--- src/rtl/rtc_regblock_pkg.sv ---
package rtc_regblock_pkg;

    localparam int DATA_W   = 32;
    localparam int NUM_REGS = 14;
    localparam int IDX_W    = $clog2(NUM_REGS);
    localparam int ISTAT_W  = 2;
    localparam int ESTAT_W  = 1;
    localparam int CAL_W    = 21;
    localparam int FRAC_W   = 16;

    localparam logic [DATA_W-1:0] CTRL_RESET = 32'h0100_0000;
    localparam logic [DATA_W-1:0] CTRL_RSVD  = 32'h70FF_FFFE;

    // word index = byte offset / 4
    typedef enum logic [IDX_W-1:0] {
        RI_TIME_NOW = 4'd0,
        RI_TIME_RB  = 4'd1,
        RI_CAL      = 4'd2,
        RI_FRAC     = 4'd3,
        RI_ALARM    = 4'd4,
        RI_ISTAT    = 4'd5,
        RI_IMASK    = 4'd6,
        RI_IEN      = 4'd7,
        RI_IDIS     = 4'd8,
        RI_ESTAT    = 4'd9,
        RI_EMASK    = 4'd10,
        RI_EEN      = 4'd11,
        RI_EDIS     = 4'd12,
        RI_CTRL     = 4'd13
    } reg_idx_e;

    typedef enum logic {
        BUS_IDLE = 1'b0,
        BUS_RESP = 1'b1
    } bus_state_e;

endpackage

--- src/rtl/rtc_bus_fsm.sv ---
module rtc_bus_fsm
    import rtc_regblock_pkg::*;
#(
    parameter int ADDR_W = 8
) (
    input  logic              clk,
    input  logic              rst_n,
    input  logic              req_valid,
    input  logic [ADDR_W-1:0] req_addr,
    input  logic [3:0]        req_strb,
    output logic              acc,
    output logic              map_ok,
    output reg_idx_e          idx,
    output logic              rsp_ready
);

    localparam int WORD_W = ADDR_W - 2;
    localparam logic [WORD_W-1:0] LAST_WORD = WORD_W'(NUM_REGS - 1);

    bus_state_e        state_q, state_d;
    logic [WORD_W-1:0] word;

    assign word = req_addr[ADDR_W-1:2];

    always_comb begin
        state_d = state_q;
        unique case (state_q)
            BUS_IDLE: if (req_valid) state_d = BUS_RESP;  // accept
            BUS_RESP: state_d = BUS_IDLE;                  // complete
            default:  state_d = BUS_IDLE;
        endcase
    end

    always_ff @(posedge clk or negedge rst_n) begin
        if (!rst_n) state_q <= BUS_IDLE;
        else        state_q <= state_d;
    end

    always_comb begin
        acc       = (state_q == BUS_IDLE) && req_valid;
        rsp_ready = (state_q == BUS_RESP);
        map_ok    = (req_addr[1:0] == 2'b00) && (word <= LAST_WORD) && (&req_strb);
        idx       = reg_idx_e'(word[IDX_W-1:0]);
    end

endmodule

--- src/rtl/rtc_sec_counter.sv ---
module rtc_sec_counter #(
    parameter int               W    = 32,
    parameter logic [W-1:0]     INIT = '0
) (
    input  logic         clk,
    input  logic         rst_n,
    input  logic         tick,
    input  logic [W-1:0] alarm,
    output logic [W-1:0] sec,
    output logic         match
);

    logic [W-1:0] sec_q;

    always_ff @(posedge clk or negedge rst_n) begin
        if (!rst_n)    sec_q <= INIT;
        else if (tick) sec_q <= sec_q + W'(1);
    end

    assign sec   = sec_q;
    assign match = (sec_q == alarm);

endmodule

--- src/rtl/rtc_irq_unit.sv ---
module rtc_irq_unit #(
    parameter int W = 2
) (
    input  logic         clk,
    input  logic         rst_n,
    input  logic [W-1:0] hw_set,
    input  logic         clr_we,
    input  logic         en_we,
    input  logic         dis_we,
    input  logic [W-1:0] wdata,
    output logic [W-1:0] stat,
    output logic [W-1:0] mask,
    output logic         irq
);

    logic [W-1:0] stat_q, mask_q, stat_kept;

    // hardware set is applied after the software clear, so it wins
    assign stat_kept = clr_we ? (stat_q & ~wdata) : stat_q;

    always_ff @(posedge clk or negedge rst_n) begin
        if (!rst_n) begin
            stat_q <= '0;
            mask_q <= '1;
        end else begin
            stat_q <= stat_kept | hw_set;
            if (en_we)       mask_q <= mask_q & ~wdata;
            else if (dis_we) mask_q <= mask_q | wdata;
        end
    end

    assign stat = stat_q;
    assign mask = mask_q;
    assign irq  = |(stat_q & ~mask_q);

endmodule

--- src/rtl/rtc_regblock.sv ---
module rtc_regblock
    import rtc_regblock_pkg::*;
#(
    parameter int                ADDR_W       = 8,
    parameter logic [DATA_W-1:0] CAL_VALUE    = '0,
    parameter logic [DATA_W-1:0] INIT_SECONDS = '0
) (
    input  logic              clk,
    input  logic              rst_n,
    input  logic              req_valid,
    input  logic              req_write,
    input  logic [ADDR_W-1:0] req_addr,
    input  logic [3:0]        req_strb,
    input  logic [31:0]       req_wdata,
    output logic              rsp_ready,
    output logic [31:0]       rsp_rdata,
    input  logic              tick_pps,
    input  logic [15:0]       subsec_in,
    output logic              irq_rtc,
    output logic              irq_aerr
);

    logic              bus_acc, bus_map_ok;
    reg_idx_e          bus_idx;
    logic              wr_hit;
    logic [DATA_W-1:0] sec_cnt, alarm_q, ctrl_q, rd_mux, rdata_q;
    logic              alarm_hit;
    logic [ISTAT_W-1:0] rtc_stat, rtc_mask;
    logic [ESTAT_W-1:0] aerr_stat, aerr_mask;

    rtc_bus_fsm #(.ADDR_W(ADDR_W)) u_bus (
        .clk       (clk),
        .rst_n     (rst_n),
        .req_valid (req_valid),
        .req_addr  (req_addr),
        .req_strb  (req_strb),
        .acc       (bus_acc),
        .map_ok    (bus_map_ok),
        .idx       (bus_idx),
        .rsp_ready (rsp_ready)
    );

    assign wr_hit = bus_acc && req_write && bus_map_ok;

    rtc_sec_counter #(.W(DATA_W), .INIT(INIT_SECONDS)) u_sec (
        .clk   (clk),
        .rst_n (rst_n),
        .tick  (tick_pps),
        .alarm (alarm_q),
        .sec   (sec_cnt),
        .match (alarm_hit)
    );

    rtc_irq_unit #(.W(ISTAT_W)) u_irq_rtc (
        .clk    (clk),
        .rst_n  (rst_n),
        .hw_set ({alarm_hit, tick_pps}),
        .clr_we (wr_hit && bus_idx == RI_ISTAT),
        .en_we  (wr_hit && bus_idx == RI_IEN),
        .dis_we (wr_hit && bus_idx == RI_IDIS),
        .wdata  (req_wdata[ISTAT_W-1:0]),
        .stat   (rtc_stat),
        .mask   (rtc_mask),
        .irq    (irq_rtc)
    );

    rtc_irq_unit #(.W(ESTAT_W)) u_irq_aerr (
        .clk    (clk),
        .rst_n  (rst_n),
        .hw_set (bus_acc && !bus_map_ok),
        .clr_we (wr_hit && bus_idx == RI_ESTAT),
        .en_we  (wr_hit && bus_idx == RI_EEN),
        .dis_we (wr_hit && bus_idx == RI_EDIS),
        .wdata  (req_wdata[ESTAT_W-1:0]),
        .stat   (aerr_stat),
        .mask   (aerr_mask),
        .irq    (irq_aerr)
    );

    always_ff @(posedge clk or negedge rst_n) begin
        if (!rst_n) begin
            alarm_q <= '0;
            ctrl_q  <= CTRL_RESET;
        end else if (wr_hit) begin
            if (bus_idx == RI_ALARM) alarm_q <= req_wdata;
            if (bus_idx == RI_CTRL)  ctrl_q  <= req_wdata & ~CTRL_RSVD;
        end
    end

    always_comb begin
        case (bus_idx)
            RI_TIME_NOW, RI_TIME_RB: rd_mux = sec_cnt;
            RI_CAL:   rd_mux = {{(DATA_W-CAL_W){1'b0}}, CAL_VALUE[CAL_W-1:0]};
            RI_FRAC:  rd_mux = {{(DATA_W-FRAC_W){1'b0}}, subsec_in};
            RI_ALARM: rd_mux = alarm_q;
            RI_ISTAT: rd_mux = {{(DATA_W-ISTAT_W){1'b0}}, rtc_stat};
            RI_IMASK: rd_mux = {{(DATA_W-ISTAT_W){1'b0}}, rtc_mask};
            RI_ESTAT: rd_mux = {{(DATA_W-ESTAT_W){1'b0}}, aerr_stat};
            RI_EMASK: rd_mux = {{(DATA_W-ESTAT_W){1'b0}}, aerr_mask};
            RI_CTRL:  rd_mux = ctrl_q;
            default:  rd_mux = '0;
        endcase
    end

    always_ff @(posedge clk or negedge rst_n) begin
        if (!rst_n)       rdata_q <= '0;
        else if (bus_acc) rdata_q <= (bus_map_ok && !req_write) ? rd_mux : '0;
    end

    assign rsp_rdata = rdata_q;

endmodule

--- config.mk ---
export PLATFORM = sky130hd
export DESIGN_NAME = rtc_regblock
export DESIGN_NICKNAME = d
export VERILOG_FILES = /design/src/rtl/rtc_regblock_pkg.sv /design/src/rtl/rtc_bus_fsm.sv /design/src/rtl/rtc_sec_counter.sv /design/src/rtl/rtc_irq_unit.sv /design/src/rtl/rtc_regblock.sv
export SDC_FILE = /design/constraint.sdc
export NUM_CORES = 1
export LEC_CHECK = 0
export ABC_AREA = 1
export BUFFER_PORTS_ARGS = -buffer_cell sky130_fd_sc_hd__buf_4
export CAP_MARGIN = 15
export CORE_MARGIN = 2
export CORE_UTILIZATION = 40
export CTS_BUF_LIST = sky130_fd_sc_hd__clkbuf_2 sky130_fd_sc_hd__clkbuf_4 sky130_fd_sc_hd__clkbuf_8
export DETAILED_ROUTE_END_ITERATION = 16
export PLACE_DENSITY = 0.62
export SETUP_SLACK_MARGIN = 0.15
export SYNTH_ARGS = -nofsm -noshare
export SYNTH_HDL_FRONTEND = slang
export SYNTH_SLANG_ARGS = --single-unit
export TNS_END_PERCENT = 5
--- constraint.sdc ---
create_clock -name clk -period 1.6 [get_ports clk]
set_input_delay 0 -clock clk [delete_from_list [all_inputs] [get_ports clk]]
set_output_delay 0 -clock clk [all_outputs]
set_load 0.01 [all_outputs]
---- Word level (Yosys, flattened, before mapping) ----
Cells that the tools add are included.
word-level totals
  register bits ........................... 109
  output and inout bits ................... 35
operators by class
  add/sub/neg operators ................... 1
  magnitude comparators ................... 1
  eq/ne operators ......................... 13
  mux-type cells .......................... 10
  bitwise operators ....................... 15
  reductions and logical operators ........ 24
operators by type and width
  kind                   number
  $pmux 32 s8            1
  $add 32x1->32 const B  1
  $eq 32x32->1           1
  $mux 32                1
  $eq 4x4->1 const B     6
  $eq 4x3->1 const B     4
  $logic_and 1x1->1      13
  $and 2x2->2            3
  $le 6x4->1 const B     1
  $mux 2                 3
  $eq 4x1->1 const B     1
  $eq 4x2->1 const B     1
  $logic_not 4->1        1
  $mux 1                 4
  $not 2->2              2
  $or 2x2->2             2
  $reduce_and 2->1       2
  $reduce_and 4->1       1
  $reduce_bool 2->1      2
  $reduce_or 2->1        2
  $and 1x1->1            3
  $not 1->1              3
  $logic_not 1->1        2
  $logic_not 2->1        1
  2 further kinds        3

---- Logic depth before layout (Yosys ltp) ----
Gate-level depths: netlist of run 1.
  depth after elaboration ................. 7
  depth in mapped cells ................... 11
  depth with buffers taken out ............ 10

---- Hierarchy ----
Synthesis of run 1 repeated with hierarchy kept, for this count alone.
second synthesis, totals
  cells, all modules ...................... 911
  area total of the unflattened synthesis .. 6237.2 um^2
modules (own cells, without submodules)
  module                      instances  cells an instance  area an instance (um^2)  sequential area each (um^2)
  rtc_regblock                1          477                3454.6                   1752.9
  rtc_sec_counter             1          373                2381.0                   800.8
  rtc_irq_unit at u_irq_rtc   1          27                 188.9                    102.6
  rtc_bus_fsm                 1          20                 116.4                    25.0
  rtc_irq_unit at u_irq_aerr  1          14                 96.3                     51.3

---- Worst setup path before layout of run 1 ----
OpenSTA, ideal clock, no wires.
  path type ............................... reg2reg
  start point ............................. reg u_bus.state_q, in the netlist u_bus.rsp_ready
  end point ............................... reg alarm_q[20]
  library setup time ...................... 0.121 ns
  arrival ................................. 1.280 ns
  required time ........................... 1.479 ns
  path slack .............................. 0.199 ns
  cell stages (with the launch flop) ...... 8
  period minus slack after synthesis ...... 1.401 ns
  cells stage by stage .................... dfrtp_1 > nor2_4 > inv_2 > nor2_4 > nand2_4 > nor2_8 > buf_2 > o21ai_1
between the ends
  word-level cells in the longest chain between the ends .. 5
RTL lines
  element                          line                text
  start: declaration               rtc_bus_fsm.sv:20   bus_state_e state_q, state_d;
  start signal: assignment         rtc_bus_fsm.sv:36   else state_q <= state_d;
  $not 1->1                        rtc_bus_fsm.sv:40   acc = (state_q == BUS_IDLE) && req_valid;
  $logic_and 1x1->1                rtc_bus_fsm.sv:40
  named net bus_acc                rtc_regblock.sv:23  logic bus_acc, bus_map_ok;
  $logic_and 1x1->1 (2 in series)  rtc_regblock.sv:43  assign wr_hit = bus_acc && req_write && bus_map_ok;
  $reduce_and 2->1 (no line)       --
  end signal: assignment           rtc_regblock.sv:85  if (bus_idx == RI_ALARM) alarm_q <= req_wdata;
  end: declaration                 rtc_regblock.sv:26  logic [DATA_W-1:0] sec_cnt, alarm_q, ctrl_q, rd_mux, rdata_q;
The timed path passes the listed nets, and every way through them passes these cells.
A chain may end at the register's enable or synchronous reset.

---- Final worst setup path of run 1 ----
  start point ............................. reg u_bus.state_q, in the netlist u_bus.rsp_ready
  end point ............................... reg alarm_q[30]
Same word-level chain as after synthesis.

==> results.md, run 1 <==
- Warnings, synthesis: 0
- Slew @ Worst Pin: 0.5437 ns
- Clock Skew: 0.01139 ns
- Xor/xnor share of the synthesized area: 5.033%
- Filler cells: 1,386
- Vias per cell: 4.833
- Final Cycle Share: 93.42%
- Worst EP arrival: 1.81 ns
- Cells after Synth: 803
- Rows: 44
- Die width: 125.6 µm
- Layout cells sized above 1: 21.03%
- Post-synth EDFFs: 0
- Multi-input logic area: 2877 µm²
- WP data required: 1.92 ns
- Final WL: 17,320 µm
- Status: finished clean
- Crit-path leading delay family: simple AND/OR/NAND/NOR gates
- NumNets Final: 1,055
- Worst path cell trace: nor2_4, inv_2, nor2_4, nand2_8, nor2_8, buf_12, buf_12, nand2_1, o21ai_1
- Largest net degree at the start of global routing: 38
- Grt ovf: 0
- CP max stage delay: 0.42 ns
- Initial Util: 40.87%
- Full die area: 15,780 µm²
- Synthesized flop and latch total: 109
- RSZ-0062 raised after global routing: true
- Worst-path clk slew: 0.10 ns
- Maximum VDD drop: 0.3205 mV
- Gate power share: 19.6%
- Register area share after synthesis: 46.18%
- Initial antenna violation count: 0
- Net Switching: 1730 µW
- TritonCTS Buffers: 9
- CP Class: reg2reg
- Syn Area/Cell: 7.369 µm²
- Max-slew headroom: 63.76%
- Synth area leaders: dfrtp_1 44%, nand2_1 22%, inv_1 5.1%, nor2_1 3.6%, nand3_1 3.0%
- Die height: 125.6 µm
- Reg area: 2735 µm²
- Post-Synth Simple-Gate Area: 33.31%
- Hold Vio Cnt, Final: 0
- WP buf/inv: 3
- Synth unique cells: 31
- Final worst-path setup slack: 0.1053 ns
- Top-level port count: 100
- Commonest cells after routing, fill and taps aside: 333 x nand2_1, 127 x buf_4, 103 x dfrtp_1, 80 x inv_1, 55 x dlygate4sd3_1
- DRC violations left: 0
- GRT Util Overall: 21.71%
- Vias in the first global route: 5,524
- Max Cap Viol: 0
- Core area: 14,480 µm²
- Post-DRT Antenna Nets: 0
- Yosys top cell area share: 44.41%
- Compound-Gate Fraction of Synth Area: 7.697%
- Clk_lat worst skew: 0.40 ns
- Hpwl dp: 11,100 µm
- Initial DRC count: 374
- Area growth syn-to-layout: 37.58%
- Leak: 0.004197 µW
- Pre-antenna DRT Iters: 5
- Placer Congestion: 0.8763
- Net count after synthesis: 869
- First-pass GRT wire length: 27,420 µm
- Crit-path slowest cell: dfrtp_1
- Final setup vio count: 0
- Post-layout minimum cycle time: 1.495 ns
- Worst slack, placed: -0.03371 ns
- Clk pwr share: 30.0%
- Cell Pwr Density: 727.4 nW/µm²
- Sw Ratio: 29.22%
- Worst Hold Class: in2reg
- Asr flop ratio synth: 100.0%
- Post-synth top area cell: dfrtp_1
- PortBufs: 99
- Clk sinks: 109
- Root Driver: clkbuf_8
- Adder-Cell Fraction of Synth Area: 0.2115%
- DR vias: 5,693
- Share of synthesized area spent on multiplexers: 0%
- Critical Path Fanout Max: 7
- Clock Path Buffers: 2
- Hold_ws: 0.03664 ns
- ANT cells: 0
- Htree depth: 3
- Crit path capture type: register
- Commonest non-fill, non-tap cell in the layout: nand2_1
- P_int: 4191 µW
- Startpoint Class: register
- CTS tree: built
- Fmax: 669.0 MHz
- Synthesized area: 5917 µm²
- Reg power frac: 50.3%
- Max-slew violations: 0
- WL/cell: 14.70 µm
- Synth Flop Type: dfrtp_1
- Combinational family with the most area after synthesis: simple AND/OR/NAND/NOR gates
[stage by stage]
step / util [%] / setup TNS, ns / instance area [µm²] / cells / total power (µW)
finish: 56.22 / 0 / 8140 / 1178 / 5921
global route: 56.22 / 0 / 8140 / 1178 / 6217
CTS: 54.37 / 0 / 7873 / 1162 / 5878
detailed placement: 48.17 / -0.1806 / 6974 / 1085 / 3966
global placement: 48.17 / 0 / 6974 / 1085 / 3955
floorplan: - / 0 / 5917 / 803 / 3516
[synth_stat cells, types with 3 or more instances]
cell / count
o211ai_1: 5
clkbuf_1: 8
nor2_2: 4
a21oi_1: 3
buf_4: 5
nand3_1: 36
inv_1: 80
buf_2: 4
dfstp_2: 4
o21ai_1: 18
nor2_1: 57
nand2_1: 347
buf_6: 4
o221ai_1: 9
nor3_1: 5
dfrtp_1: 105
o22ai_1: 9
nand4_1: 13
o21ai_0: 34
xor2_1: 17
nor2_4: 6
xnor2_1: 17
[state kept, by name (all words and copies together) (netlist names), named ones only]
signal	cells
alarm_q	32
rsp_rdata	32
u_sec.sec	32
ctrl_q	6
u_irq_rtc.stat	2
u_bus.rsp_ready	1
u_irq_aerr.stat	1
[metal layers]
| metal | wire length [µm] | GRT usage (%) |
|---|---|---|
| met2 | 7976 | 34.02 |
| met1 | 8367 | 31.08 |
| met4 | 347 | 7.320 |
| met3 | 623 | 3.144 |
| met5 | 0 | 0 |
[final timing paths]
kind	start	to	slack [ns]	depth (start not counted)
max in group asynchronous	rst_n	u_sec.sec[1]	0.80	3
min reg2reg	register	register	0.48	2
min	subsec_in[0]	rsp_rdata[0]	0.04	7
min in group asynchronous	rst_n	rsp_rdata[16]	0.12	2
max	u_bus.rsp_ready	alarm_q[30]	0.11	9
max reg2reg	u_bus.rsp_ready	alarm_q[30]	0.11	9
[repair_timing]
item,4_1_cts,5_1_grt
pin swaps,18,9
buffers inserted,5,10
setup endpoints to repair,72,91
hold endpoints to repair,128,0
hold buffers,55,0
gates resized for setup,34,7
cloned,1,6
[power by group through the flow]
stage | clock network (µW) | logic, µW | registers, µW
global placement | 0 | 947 | 3010
CTS | 1810 | 1110 | 2960
detailed placement | 0 | 957 | 3010
floorplan | 0 | 503 | 3010
global route | 1920 | 1300 | 3000
finish | 1780 | 1160 | 2980
[final cells by class]
| type | count | area share (%) |
|---|---|---|
| Clock buffer | 12 | 1.875 |
| Multi-Input combinational cell | 590 | 35.34 |
| Inverter | 83 | 3.827 |
| Timing Repair Buffer | 196 | 21.95 |
| Tap cell | 184 | 2.828 |
| Clock inverter | 4 | 0.5841 |
| Sequential cell | 109 | 33.60 |
[tightest hold or removal path: stages]
cell and delay [ns]:
buf_4 0.08, nand2_1 0.04, o21ai_0 0.08, nor2_1 0.05, nand2_1 0.05, nand2_1 0.04
nand2_1 0.05
[cells by family (layout without fill, tap and decap cells)]
logic type | after synthesis | in the layout
AND/OR/NAND/NOR | 475 | 476
flip-flops | 109 | 109
buffers and inverters | 105 | 295
AO/OA/AOI/OAI | 79 | 79
XOR/XNOR | 34 | 34
adder cells (fa/ha/maj) | 1 | 1
No activity file was read; power rests on OpenSTA's default activity.
==> run 2, diff against run 1 <==
--- a/config.mk
+++ b/config.mk
@@ -8,11 +8,14 @@
 export ABC_AREA = 1
 export BUFFER_PORTS_ARGS = -buffer_cell sky130_fd_sc_hd__buf_4
 export CAP_MARGIN = 15
+export CELL_PAD_IN_SITES_DETAIL_PLACEMENT = 0
+export CELL_PAD_IN_SITES_GLOBAL_PLACEMENT = 2
 export CORE_MARGIN = 2
-export CORE_UTILIZATION = 40
+export CORE_UTILIZATION = 33
 export CTS_BUF_LIST = sky130_fd_sc_hd__clkbuf_2 sky130_fd_sc_hd__clkbuf_4 sky130_fd_sc_hd__clkbuf_8
 export DETAILED_ROUTE_END_ITERATION = 16
-export PLACE_DENSITY = 0.62
+export PLACE_DENSITY = 0.84
+export REMOVE_ABC_BUFFERS = 1
 export SETUP_SLACK_MARGIN = 0.15
 export SYNTH_ARGS = -nofsm -noshare
 export SYNTH_HDL_FRONTEND = slang
==> run 2 against run 1 <==
Net effect:
- power down 2.0%
- clock skew rose by 0.011 ns
- maximum frequency rose by 2.7%
- cell count is 2.5% higher
- critical path depth did not move
- via count shrank 4.2%
- non-clock buffer count shrank 10
- critical path type unchanged
- largest cell class unchanged
- highest routed layer unchanged
==> results.md, run 2 (synthesis results as in run 1) <==
- Worst slack, placed: 0.03904 ns (+0.07275 ns)
- Clock Path Buffers: 2 (unchanged)
- Initial antenna violation count: 0 (unchanged)
- Critical Path Fanout Max: 13 (+6)
- WP data required: 1.92 ns (about the same)
- Rows: 48 (+9.1%)
- Maximum VDD drop: 0.3968 mV (+24%)
- Grt ovf: 0 (unchanged)
- ANT cells: 0 (unchanged)
- DRC violations left: 0 (unchanged)
- Crit path capture type: register
- TritonCTS Buffers: 9 (unchanged)
- Clk sinks: 109 (unchanged)
- Vias per cell: 4.513 (-6.6%)
- Setup Total Neg Slack: 0 ns (unchanged)
- Initial DRC count: 177 (-53%)
- R2R Setup Slk: 0.15 ns (+0.04 ns)
- Hold_ws: 0.01999 ns (-0.01665 ns)
- Commonest non-fill, non-tap cell in the layout: nand2_1
- Full die area: 19,020 µm² (+21%)
- Final Cycle Share: 90.93% (-2.5 points)
- Cell Pwr Density: 732.8 nW/µm² (+0.74%)
- Die height: 137.9 µm (+9.8%)
- PortBufs: 99 (unchanged)
- Post-DRT Antenna Nets: 0 (unchanged)
- RSZ-0062 raised after global routing: true
- Worst EP arrival: 1.77 ns (-0.04 ns)
- Largest net degree at the start of global routing: 68 (+79%)
- Hpwl dp: 11,820 µm (+6.5%)
- Top-level port count: 100 (unchanged)
- Die width: 137.9 µm (+9.8%)
- Core area: 17,420 µm² (+20%)
- Leak: 0.004077 µW (-2.9%)
- Post-layout minimum cycle time: 1.455 ns (-0.03983 ns)
- Placed Area: 7066 µm² (+1.3%)
- Pre-antenna DRT Iters: 5 (unchanged)
- Initial Util: 33.97% (-6.9 points)
- Area growth syn-to-layout: 33.77%
- NumNets Final: 1,044 (-1.0%)
- Commonest cells after routing, fill and taps aside: 346 x nand2_1, 129 x buf_4, 100 x dfrtp_1, 80 x inv_1, 52 x dlygate4sd3_1
- Layout cells sized above 1: 19.43% (-1.6 points)
- Final Instance Area: 7915 µm² (-2.8%)
- CP Class: reg2reg
- Final WL: 16,360 µm (-5.5%)
- Worst Hold Class: in2reg
- First-pass GRT wire length: 26,940 µm (-1.7%)
- DR vias: 5,452 (-4.2%)
- Max Cap Viol: 0 (unchanged)
- CTS tree: built
- Hold Vio Cnt, Final: 0 (unchanged)
- GRT Util Overall: 18.28% (-3.4 points)
- Max-slew headroom: 72.28% (+8.5 points)
- Vias in the first global route: 5,449 (-1.4%)
- Root Driver: clkbuf_8
- Placer Congestion: 0.7990 (-8.8%)
- Clock Skew: 0.02253 ns (+0.01115 ns)
- Status: finished clean
- Worst-path clk slew: 0.10 ns (about the same)
- WL/cell: 13.55 µm (-7.8%)
- Slew @ Worst Pin: 0.4157 ns (-0.1279 ns)
- Final worst-path setup slack: 0.1451 ns (+0.03983 ns)
- Final setup vio count: 0 (unchanged)
- Filler cells: 1,861 (+34%)
- Max-slew violations: 0 (unchanged)
- Clk_lat worst skew: 0.39 ns (about the same)
- Fmax: 687.3 MHz (+2.7%)
- Htree depth: 3 (unchanged)
- Startpoint Class: register
-- run 2: cell types whose count changed in the layout (fill, tap and decap cells not counted), moves of 4 or more --
cell       delta
clkbuf_16     -4
nand2_1      +13
buf_12        -4
nand2_2      -11
-- run 2: stage by stage --
step | util [%] | total power [µW] | instances
CTS | 44.90 | 5858 | 1204
global route | 45.45 | 6136 | 1208
detailed placement | 40.57 | 4001 | 1133
global placement | 40.57 | 4003 | 1133
floorplan | - | 3491 | 781
finish | 45.45 | 5800 | 1208
-- run 2: power breakdown --
part | switching, µW | internal, µW | leakage, µW
Clock | 1020 | 654 | 0.0000953
Combinational | 645 | 542 | 0.00265
Sequential | 81.7 | 2860 | 0.00134
Total | 1740 | 4060 | 0.00408
-- run 2: final timing paths --
kind,startpoint,end,cells after the start
setup reg to reg,u_bus.rsp_ready,ctrl_q[31],9
min in group asynchronous,rst_n,rsp_rdata[11],2
max in group asynchronous,rst_n,asynchronous set/reset pin,3
hold reg to reg,ctrl_q[24],ctrl_q[24],2
setup / recovery,u_bus.rsp_ready,ctrl_q[31],9
hold / removal,subsec_in[1],rsp_rdata[1],7
-- run 2: what timing repair did --
action | CTS | global route
resized for setup | 7 | 18
setup buffers | 3 | 4
pin swaps | 6 | 7
endpoints found under the setup margin | 19 | 75
hold endpoints to repair | 168 | 0
hold buffers | 52 | 0
-- run 2: worst max-delay path, stage by stage (launching register included) --
cell and delay (ns):
dfrtp_1 0.42, nor2_4 0.15, inv_2 0.06, nor2_4 0.11, nand2_4 0.13, buf_6 0.17
nor2_1 0.09, buf_4 0.14, nand2_1 0.05, nand2_1 0.05
-- run 2: per-layer routing --
layer	global-route usage, %	vias up	wire length, µm
li1	-	2858	-
met1	25.32	2492	8163
met2	29.73	84	7332
met3	2.193	18	574
met4	6.066	0	293
met5	0	-	0
-- run 2: cell type report --
class                           count  area (µm²)  area share [%]
Sequential cell                   109        2739           34.60
Clock inverter                      5       35.03          0.4426
Clock buffer                       11       151.4           1.913
Timing Repair Buffer              186        1580           19.97
Inverter                           83       311.5           3.936
Multi-Input combinational cell    589        2816           35.58
Tap cell                          225       281.5           3.557
==> run 3, diff against run 2 <==
--- a/config.mk
+++ b/config.mk
@@ -14,7 +14,8 @@
 export CORE_UTILIZATION = 33
 export CTS_BUF_LIST = sky130_fd_sc_hd__clkbuf_2 sky130_fd_sc_hd__clkbuf_4 sky130_fd_sc_hd__clkbuf_8
 export DETAILED_ROUTE_END_ITERATION = 16
-export PLACE_DENSITY = 0.84
+export GPL_ROUTABILITY_DRIVEN = 0
+export PLACE_DENSITY = 0.92
 export REMOVE_ABC_BUFFERS = 1
 export SETUP_SLACK_MARGIN = 0.15
 export SYNTH_ARGS = -nofsm -noshare
==> run 3 against run 2 <==
Net effect:
- sequential share of layout area is 0.60 points lower
- die area unchanged
- hold slack worse by 0.034 ns
- via count grew 2.4%
- worst setup slack lost 0.033 ns
- non-clock buffer count grew 4
- count of clock-buffer cells in the layout is 4 higher
- the flow now finishes with violations (negative hold slack)
- highest routed layer unchanged
==> results.md, run 3 (synthesis results as in run 1) <==
- NumNets Final: 1,048 (+0.38%)
- WP data required: 1.88 ns (-0.04 ns)
- Slew @ Worst Pin: 0.4753 ns (+0.05957 ns)
- Status: finished with violations
- WL/cell: 14.09 µm (+4.0%)
- GRT Util Overall: 17.81% (-0.47 points)
- DRC violations left: 0 (unchanged)
- Initial Util: 33.97% (unchanged)
- Top-level port count: 100 (unchanged)
- Clk_lat worst skew: 0.39 ns (about the same)
- Crit-path slowest cell: dfrtp_1
- Max-slew violations: 0 (unchanged)
- Die width: 137.9 µm (unchanged)
- Crit path top cell by count: nor2_4
- Final Instance Area: 8046 µm² (+1.7%)
- Reg power frac: 49.5% (-1.3 points)
- Final setup vio count: 0 (unchanged)
- Multi-input logic area: 2805 µm² (-0.40%)
- Hold Crit Start: req_addr[7]
- Largest net degree at the start of global routing: 42 (-38%)
- ANT cells: 0 (unchanged)
- Crit-path leading delay family: simple AND/OR/NAND/NOR gates
- Clk sinks: 109 (unchanged)
- DR vias: 5,583 (+2.4%)
- Hpwl dp: 11,680 µm (-1.1%)
- Htree depth: 3 (unchanged)
- Gate power share: 19.7% (-0.8 points)
- Final WL: 17,080 µm (+4.4%)
- CP max stage delay: 0.42 ns (about the same)
- Placed cell count: 1,130 (-0.26%)
- Uppermost routed layer: met4
- Leak: 0.004128 µW (+1.2%)
- Failing checks: negative hold slack
- Max-slew headroom: 68.31% (-4.0 points)
- Startpoint Class: register
- Clock Path Buffers: 2 (unchanged)
- CP Class: reg2reg
- First-pass GRT wire length: 26,340 µm (-2.3%)
- Die height: 137.9 µm (unchanged)
- Layout cells sized above 1: 19.45% (+0.023 points)
- Root Driver: clkbuf_8
- Sw Ratio: 28.67% (-1.4 points)
- Net Switching: 1710 µW (-1.8%)
- Clk pwr share: 30.9% (+2.1 points)
- Commonest cells after routing, fill and taps aside: 346 x nand2_1, 126 x buf_4, 102 x dfrtp_1, 80 x inv_1, 54 x dlygate4sd3_1
- P_int: 4256 µW (+4.9%)
- Grt ovf: 0 (unchanged)
- Core area: 17,420 µm² (unchanged)
- Reg area: 2736 µm² (about the same)
- Worst EP arrival: 1.77 ns (about the same)
- WP buf/inv: 2 (-1)
- Final Cycle Share: 93.00% (+2.1 points)
- Crit path capture type: register
- Met1 WL: 8511 µm (+4.3%)
- Initial DRC count: 266 (+50%)
- TritonCTS Buffers: 9 (unchanged)
- RSZ-0062 raised after global routing: true
- Commonest non-fill, non-tap cell in the layout: nand2_1
- Worst path cell trace: nor2_4, inv_2, nor2_4, nand2_8, nor2_8, clkbuf_16, o21ai_0
- Rows: 48 (unchanged)
- Routed length on met2: 7793 µm (+6.3%)
- Placed Area: 7056 µm² (-0.14%)
- Post-DRT Antenna Nets: 0 (unchanged)
- Critical Path Fanout Max: 14 (+1)
- Maximum VDD drop: 0.3805 mV (-4.1%)
- Cell Pwr Density: 741.5 nW/µm² (+1.2%)
- CP Launch Point: u_bus.rsp_ready
- CTS tree: built
- Clock Skew: 0.01358 ns (-0.008954 ns)
- Fmax: 672.1 MHz (-2.2%)
- Pre-antenna DRT Iters: 4 (-1)
- Hold Vio Cnt, Final: 1 (+1)
- Area growth syn-to-layout: 35.99%
- Non-Filler Instances: 1,212 (+0.33%)
- Hold_ws: -0.01405 ns (-0.03404 ns)
- Initial antenna violation count: 0 (unchanged)
- Worst r2r src: u_bus.rsp_ready
- Worst Hold Class: in2reg
- Met3 Wirelength: 512 µm (-11%)
- Full die area: 19,020 µm² (unchanged)
- Max Cap Viol: 0 (unchanged)
- Vias in the first global route: 5,310 (-2.6%)
- Filler cells: 1,809 (-2.8%)
- PortBufs: 99 (unchanged)
- Worst-path clk slew: 0.10 ns (about the same)
- Post-layout minimum cycle time: 1.488 ns (+0.03305 ns)
- Vias per cell: 4.606 (+2.1%)
[run 3: changes by cell type in the layout (fill, tap and decap cells not counted), moves of 3 or more]
| cell | previous run | this run |
|---|---|---|
| buf_4 | 129 | 126 |
| nor2_1 | 51 | 48 |
| nor2_2 | 6 | 11 |
| o21ai_0 | 34 | 31 |
| o21ai_1 | 18 | 21 |
| clkbuf_16 | 0 | 4 |
| clkbuf_4 | 0 | 5 |
[run 3: power groups by stage]
stage                     Sequential [µW]  Clock, µW  Combinational, µW
after CTS                            2950       1900               1130
after global placement               2990          0                983
after floorplan                      3030          0                457
after global routing                 2970       1980               1320
after detailed placement             3010          0                980
final                                2950       1840               1170
[run 3: through the flow]
| step | TNS [ns] | setup WS (ns) | total power (µW) | utilization (%) |
|---|---|---|---|---|
| floorplan | -3.382 | -0.1331 | 3491 | - |
| global placement | 0 | 0.1161 | 3978 | 40.51 |
| detailed placement | 0 | 0.04740 | 3985 | 40.51 |
| CTS | 0 | 0.1054 | 5976 | 45.11 |
| global route | 0 | 0.03474 | 6276 | 46.20 |
| finish | 0 | 0.1120 | 5967 | 46.20 |
[run 3: repair_timing]
action | 4_1_cts | 5_1_grt
hold buffers | 55 | 0
pin swaps | 2 | 8
gates resized for setup | 11 | 13
buffers inserted | 1 | 7
endpoints found under the setup margin | 41 | 90
cloned | 0 | 4
hold endpoints to repair | 171 | 0
[run 3: path summary, 6_finish.rpt]
check                           cells after the start  slack (ns)                         end
worst max-delay path                                7        0.11                  alarm_q[1]
worst min-delay path                                5       -0.01             u_irq_aerr.stat
worst max register to register                      7        0.11                  alarm_q[1]
worst min register to register                      2        0.49                  ctrl_q[24]
max in group asynchronous                           3        0.83  asynchronous set/reset pin
min in group asynchronous                           2        0.11                rsp_rdata[7]
[run 3: tightest hold or removal path, delay by kind of cell]
| kind | cells | cell delay, ns |
|---|---|---|
| compound gates | 1 | 0.08 |
| buf+inv | 1 | 0.08 |
| simple gates | 3 | 0.18 |
[run 3: cell type report]
class / count / share of cell area, %
flip-flops and latches: 109 / 34.01
well taps: 225 / 3.499
repair buffers: 190 / 21.21
inverters: 83 / 3.872
clock inverters: 1 / 0.3732
multi-input cells: 589 / 34.86
clock buffers: 15 / 2.177
[run 3: metal layers]
| metal | up-vias | global-route usage, % |
|---|---|---|
| met1 | 2605 | 24.86 |
| met2 | 93 | 28.33 |
| met5 | - | 0 |
| met4 | 0 | 6.293 |
| li1 | 2870 | - |
| met3 | 15 | 2.449 |
